$ cat src/rtl/csh_pkg.sv
`timescale 1ns/1ps
package csh_pkg;

    // One CPU-side write request into the channel.
    typedef struct packed {
        logic en;
        logic lvl;
    } cpu_wr_t;

    // Two-stage output state: software-owned shadow and pin-driving port.
    typedef struct packed {
        logic shadow;
        logic port;
    } latch_pair_t;

    localparam latch_pair_t LATCH_RST = '{shadow: 1'b1, port: 1'b1};

    // Next state of the latch pair. While the match is active the pair is
    // transparent, so a write in the same cycle reaches the port as well.
    function automatic latch_pair_t latch_next(latch_pair_t cur, cpu_wr_t wr, logic hit);
        latch_pair_t nx;
        nx.shadow = wr.en ? wr.lvl : cur.shadow;
        nx.port   = hit ? nx.shadow : cur.port;
        return nx;
    endfunction

    // Read path: the read-modify-write qualifier sees the shadow,
    // an ordinary read sees the pin.
    function automatic logic rd_pick(latch_pair_t cur, logic use_shadow);
        return use_shadow ? cur.shadow : cur.port;
    endfunction

endpackage

$ cat src/rtl/csh_hold_reg.sv
`timescale 1ns/1ps
module csh_hold_reg #(
    parameter int         W       = 16,
    parameter logic [W-1:0] RST_VAL = '0
) (
    input  logic         clk,
    input  logic         rst,
    input  logic         ld,
    input  logic [W-1:0] d,
    output logic [W-1:0] q
);

    always_ff @(posedge clk) begin
        if (rst) begin
            q <= RST_VAL;
        end else if (ld) begin
            q <= d;
        end
    end

endmodule

$ cat src/rtl/csh_eq_cmp.sv
`timescale 1ns/1ps
module csh_eq_cmp #(
    parameter int W       = 16,
    parameter int SLICE_W = 4
) (
    input  logic [W-1:0] a,
    input  logic [W-1:0] b,
    output logic         eq
);

    localparam int NSL = (W + SLICE_W - 1) / SLICE_W;
    localparam int PW  = NSL * SLICE_W;

    logic [PW-1:0]  a_pad;
    logic [PW-1:0]  b_pad;
    logic [NSL-1:0] slice_eq;

    always_comb begin
        a_pad = '0;
        b_pad = '0;
        a_pad[W-1:0] = a;
        b_pad[W-1:0] = b;
    end

    // Slice-wise equality, then a reduction tree across slices.
    for (genvar g = 0; g < NSL; g++) begin : g_slice
        assign slice_eq[g] = (a_pad[g*SLICE_W +: SLICE_W] == b_pad[g*SLICE_W +: SLICE_W]);
    end

    assign eq = &slice_eq;

endmodule

$ cat src/rtl/csh_latch_pair.sv
`timescale 1ns/1ps
module csh_latch_pair
    import csh_pkg::*;
(
    input  logic        clk,
    input  logic        rst,
    input  cpu_wr_t     wr,
    input  logic        hit,
    output latch_pair_t st
);

    latch_pair_t st_nx;

    always_comb begin
        st_nx = latch_next(st, wr, hit);
    end

    always_ff @(posedge clk) begin
        if (rst) begin
            st <= LATCH_RST;
        end else begin
            st <= st_nx;
        end
    end

endmodule

$ cat src/rtl/cmp_shadow_out.sv
`timescale 1ns/1ps
module cmp_shadow_out
    import csh_pkg::*;
#(
    parameter int TW      = 16,
    parameter int SLICE_W = 4
) (
    input  logic          clk,
    input  logic          rst,
    input  logic [TW-1:0] tmr_val,
    input  logic          tmr_tick,
    input  logic [TW-1:0] cmp_val,
    input  logic          cmp_load,
    input  logic          wr_en,
    input  logic          wr_lvl,
    input  logic          rmw,
    output logic          rd_data,
    output logic          hit,
    output logic          pin
);

    logic [TW-1:0] tmr_q;
    logic [TW-1:0] cmp_q;
    cpu_wr_t       wr_req;
    latch_pair_t   lp;
    logic          shadow_lvl;

    csh_hold_reg #(.W(TW), .RST_VAL('0)) u_tmr (
        .clk (clk),
        .rst (rst),
        .ld  (tmr_tick),
        .d   (tmr_val),
        .q   (tmr_q)
    );

    csh_hold_reg #(.W(TW), .RST_VAL('0)) u_cmp (
        .clk (clk),
        .rst (rst),
        .ld  (cmp_load),
        .d   (cmp_val),
        .q   (cmp_q)
    );

    csh_eq_cmp #(.W(TW), .SLICE_W(SLICE_W)) u_eq (
        .a  (tmr_q),
        .b  (cmp_q),
        .eq (hit)
    );

    assign wr_req = '{en: wr_en, lvl: wr_lvl};

    csh_latch_pair u_lp (
        .clk (clk),
        .rst (rst),
        .wr  (wr_req),
        .hit (hit),
        .st  (lp)
    );

    assign shadow_lvl = lp.shadow;
    assign pin        = lp.port;
    assign rd_data    = rd_pick(lp, rmw);

endmodule

$ cat config.mk
export PLATFORM = sky130hd
export DESIGN_NAME = cmp_shadow_out
export DESIGN_NICKNAME = d
export VERILOG_FILES = /design/src/rtl/csh_pkg.sv /design/src/rtl/csh_hold_reg.sv /design/src/rtl/csh_eq_cmp.sv /design/src/rtl/csh_latch_pair.sv /design/src/rtl/cmp_shadow_out.sv
export SDC_FILE = /design/constraint.sdc
export NUM_CORES = 1
export LEC_CHECK = 0
export ABC_CLOCK_PERIOD_IN_PS = 1350
export BUFFER_PORTS_ARGS = -buffer_cell sky130_fd_sc_hd__buf_2
export CAP_MARGIN = 20
export CORE_MARGIN = 3
export CORE_UTILIZATION = 50
export CTS_CLUSTER_SIZE = 24
export DETAILED_ROUTE_END_ITERATION = 10
export HOLD_SLACK_MARGIN = 0.05
export MAX_ROUTING_LAYER = met4
export PLACE_DENSITY = 0.76
export SYNTH_ARGS = -nofsm -noshare
export SYNTH_HDL_FRONTEND = slang
export SYNTH_HIERARCHICAL = 1
export SYNTH_SLANG_ARGS = --single-unit
$ cat constraint.sdc
create_clock -name clk -period 1.35 [get_ports clk]
set_clock_uncertainty 0.05 [all_clocks]
set_input_delay 0 -clock clk [delete_from_list [all_inputs] [get_ports clk]]
set_output_delay 0 -clock clk [all_outputs]
set_load 0.05 [all_outputs]
Word-level counts from Yosys, hierarchy flattened
Index checks and enable logic that the tools add are counted.
Widths: inputs -> output; s select.
{"block": "word_totals", "regBits": 34, "latch_bits": 0, "ram_bits": 0, "romBits": 0, "inputBits": 39, "out_inout_bits": 3, "mem_count": 0}
{"block": "op_classes", "n_addsub": 0, "n_mul": 0, "div_mod_pow": 0, "magnitude_cmp": 0, "eq_ne": 4, "shifts": 0, "n_mux": 2, "n_bitwise": 0, "n_reduce_logical": 1}
{"operator": "$eq 4x4->1", "n": 4}
{"operator": "$reduce_and 4->1", "n": 1}
{"operator": "$mux 1", "n": 2}

Logic depth before layout (Yosys ltp)
{"block": "logic_depth", "depth_word": 2, "ltp_mapped": 5, "depth_no_buf": 5}

Cells and area by module
Netlist, hierarchy kept.
{"module": "csh_hold_reg", "instances": 2, "cells_each": 52, "area_each_um2": 580.6}
{"module": "csh_eq_cmp", "instances": 1, "cells_each": 21, "area_each_um2": 177.7}
{"module": "csh_latch_pair", "instances": 1, "cells_each": 7, "area_each_um2": 68.8}
{"module": "cmp_shadow_out", "instances": 1, "cells_each": 1, "area_each_um2": 15.0}

Worst setup path before layout
OpenSTA, ideal clock, no wires.
{"block": "synth_path", "kind": "reg-to-reg", "from": "register u_cmp.q[10]", "to": "register u_lp/st[0] (netlist bit)", "arrival_ns": 1.878, "path_slack_ns": -0.653, "path_stages_with_launch": 6, "n_path_buf": 0, "cell_sequence": "dfxtp_1 > xnor2_1 > nand4_1 > nor4_2 > nor3_1 > a31oi_1"}
{"block": "synth_between", "elab_chain_len": 2}
{"item": "start, declared", "line": "csh_hold_reg.sv:10", "text": "output logic [W-1:0] q"}
{"item": "start signal, assigned", "line": "csh_hold_reg.sv:15", "text": "q <= RST_VAL;"}
{"item": "start signal, assigned", "line": "csh_hold_reg.sv:17", "text": "q <= d;"}
{"item": "$eq 4x4->1", "line": "csh_eq_cmp.sv:27", "text": "assign slice_eq[g] = (a_pad[g*SLICE_W +: SLICE_W] == b_pad[g*SLICE_W +: SLICE_W]);"}
{"item": "$reduce_and 4->1", "line": "csh_eq_cmp.sv:30", "text": "assign eq = &slice_eq;"}
{"item": "net hit", "line": "cmp_shadow_out.sv:18", "text": "output logic hit,"}
{"item": "end signal, assigned", "line": "csh_latch_pair.sv:22", "text": "st <= st_nx;"}
{"item": "end, declared", "line": "csh_latch_pair.sv:9", "text": "output latch_pair_t st"}
The timed path passes the listed nets, and every way through them passes these cells.
A chain may end at the register's enable or synchronous reset.

Worst setup path in the final report
{"block": "layout_path", "from": "register u_tmr.q[13]", "to": "output port hit"}
{"block": "layout_between", "elab_chain_len": 2}
{"item": "start, declared", "line": "csh_hold_reg.sv:10"}
{"item": "start signal, assigned", "line": "csh_hold_reg.sv:15"}
{"item": "start signal, assigned", "line": "csh_hold_reg.sv:17"}
{"item": "$eq 4x4->1", "line": "csh_eq_cmp.sv:27"}
{"item": "$reduce_and 4->1", "line": "csh_eq_cmp.sv:30"}
{"item": "end, declared", "line": "cmp_shadow_out.sv:18"}
Every way passes these cells.

==> results.yml <==
logic_synthesis:
  synth_area_leader_cell: "dfxtp_1"
  syn-num-nets: 172
  yosysWarnings: 6
  postSynthCellCount: 133
  ys_types: 15
  netlist_area_um2: 1420
  ys_seq_area_frac: 0.478
  synth.avg_cell_area_um2: 10.7
  yosys_register_bits: 34
  yosys-top-cells-area: "dfxtp_1 48%, mux2i_1 23%, xnor2_1 9.9%"
  yosys.area.top_type_share: 0.478
timing:
  setup_slack_ns: -0.366
  hold_viol_final: 0
  min_period_over_period: 1.27
  worst_hold_slack_ns: 0.0686
  tightest_slew_ns: 0.506
  setup_violations: 2
  clock.fmax_mhz: 583
  slew_violations: 0
  rsz0062_at_grt: "yes"
  min_period_ns: 1.72
  max_slew_margin: 0.663
layout:
  area_delta_synth_final_pct: 57.3
  drive_gt1_frac: 0.291
  n_antenna_cell: 0
  fin_nets: 265
  fin_util: 0.864
  layout.cells.non_filler: 257
detailed_routing:
  routed_wl_um: 3990
  drtAntennaViolNets: 0
  vias: 1292
  drc: 0
  dr.pass1.iters: 4
  drt_iter0_markers: 28
  vias_per_cell: 5.03
  wl_per_cell_um: 15.5
clock_tree:
  clk_pin_slew_ns: 0.10
  h-tree-depth: 2
  clk_latency_ns: 0.32
  cts-buffers-inserted: 5
  root_buffer: "clkbuf_4"
  cts_max_path_buffers: 2
  cts_tree: "done"
  clock-sinks: 34
global_route:
  use_met3: 0.0566
  grt_pass1_wl_um: 6220
  antenna_found_initial: 0
  grtUsageTotal: 0.252
  use_met1: 0.260
  grt_pass1_vias: 1369
  overflow: 0
  grt_start_max_net_pins: 26
  busiest_layer: "met2"
  met2_usage: 0.448
power:
  finalPower_mw: 2.26
  vdd_drop_max_v: 0.00125
  pwr-share-comb: 0.187
  seq_power_share: 0.492
  p_sw_mw: 0.559
  p_leak_nw: 1.05
  pwr-share-clk: 0.321
  p_sw_frac: 0.248
  cellPowerDensity_nw_per_um2: 1010
  intPower_mw: 1.70
floorplan:
  core_area_um2: 2590
  die_x_um: 59.3
  ioPinCount: 42
  start_util: 0.549
  die_h_um: 59.3
  row_count: 18
  floorplan.die_area_um2: 3520
critical_path:
  cp.required_ns: 1.30
  critPathCaptureType: "output port"
  start_kind: "register"
  rr_worst_depth: 6
  worstReg2RegEnd: "u_lp/st[0]"
  crit_arrival_ns: 1.67
  ff2ff_setup_slack_ns: -0.24
  crit_fanout: 3
  r2r_start: "u_tmr/q[13]"
  setup.worst_path.class: "reg -> out"
hold_path:
  worstHoldStart: "rst"
  hold-path-cell-count: 2
  min_to: "u_tmr/q[4]"
  hold_path_class: "in -> reg"
place:
  gp_congestion: 0.756
  place_hpwl_um: 2080
  portBuffers: 41
  dp_slack_ns: -0.0296
  dp_cells: 197
outcome:
  status: "finished with violations"
  violations: "setup timing"
flow_run:
  maxCapViolCount: 0
[routing by layer]
| layer | wire length, µm | vias up |
|---|---|---|
| met4 | 101 | 0 |
| met2 | 2190 | 52 |
| met1 | 1530 | 598 |
| met3 | 174 | 12 |
| li1 | - | 630 |
| met5 | 0 | - |
[cell usage in the layout, fill, tap and decap left out]
| cell type | Yosys | layout |
|---|---|---|
| a31oi_1 | 1 | 1 |
| buf_2 | 2 | 40 |
| buf_4 | 0 | 3 |
| buf_6 | 2 | 1 |
| bufinv_16 | 0 | 1 |
| clkbuf_4 | 0 | 5 |
| clkinv_2 | 0 | 2 |
| dfxtp_1 | 34 | 26 |
| dfxtp_2 | 0 | 8 |
| dlygate4sd3_1 | 0 | 50 |
| inv_1 | 1 | 1 |
| mux2_4 | 1 | 1 |
| mux2i_1 | 33 | 33 |
| nand2_1 | 1 | 1 |
| nand4_1 | 4 | 4 |
| nor2_1 | 32 | 32 |
| nor3_2 | 0 | 1 |
| nor4_4 | 0 | 1 |
| xnor2_1 | 16 | 13 |
| xnor2_2 | 0 | 3 |
[synthesized netlist by cell type (all sizes together)]
library cell,instances
nand2,1
xnor2,16
inv,1
a31oi,1
nor3,1
mux2i,33
nor2,32
nand4,4
buf,8
mux2,1
nor4,1
dfxtp,34
[worst max-delay path, stage by stage (launching register included)]
cell and delay [ns]:
dfxtp_2 0.35, xnor2_2 0.18, nand4_1 0.19, nor4_4 0.41, buf_6 0.21
[metrics by stage]
| step | cell area [µm²] | setup TNS, ns |
|---|---|---|
| 4_1_cts | 2220 | -0.315 |
| 3_3_place_gp | 1600 | -0.0285 |
| 3_5_place_dp | 1600 | -0.0363 |
| 6_report | 2240 | -0.610 |
| 5_1_grt | 2240 | -0.757 |
| 2_1_floorplan | 1430 | -0.334 |
[power groups by stage]
stage	combinational, mW	clock [mW]	sequential [mW]
after floorplan	0.210	0	1.12
final	0.423	0.723	1.11
after global routing	0.454	0.766	1.12
after global placement	0.269	0	1.12
after detailed placement	0.278	0	1.12
after CTS	0.401	0.727	1.11
[area by class of cell]
cell class / instances / area (µm²)
sequential: 34 / 691
inverter: 1 / 3.75
fill: 132 / 352
timing repair buffer: 94 / 734
tap: 30 / 37.5
clock inverter: 3 / 40.0
multi-input combinational: 90 / 694
clock buffer: 5 / 37.5
[flip-flops by register name (all words and copies together), names as in the netlist]
name	count
u_tmr/q	16
u_cmp/q	16
u_lp/st	2
[worst max-delay path by stage]
stage	from	endpoint	slack (ns)	depth (start not counted)
floorplan	u_cmp/q[7]	u_lp/st[0]	-0.32	5
global placement	u_cmp/q[13]	hit	-0.03	4
detailed placement	u_cmp/q[13]	hit	-0.03	4
CTS	u_cmp/q[15]	hit	-0.29	4
global route	u_tmr/q[13]	hit	-0.44	4
finish	u_tmr/q[13]	hit	-0.37	4
[what timing repair did]
action,CTS,global route
hold buffers,51,0
buffers inserted,0,2
resized for setup,9,5
setup endpoints to repair,2,3
pin swaps,5,3
endpoints found under the hold margin,34,0
cloned,0,0
[cell families (layout without fill, tap and decap cells)]
logic type | after synthesis | in the layout | share of synthesized area
AO/OA/AOI/OAI | 1 | 1 | 0.00440
flip-flops | 34 | 34 | 0.478
multiplexers | 34 | 34 | 0.243
XOR/XNOR | 16 | 16 | 0.0985
buffers and inverters | 9 | 103 | 0.0589
AND/OR/NAND/NOR | 39 | 39 | 0.117
(Power assumes the default switching activity.)
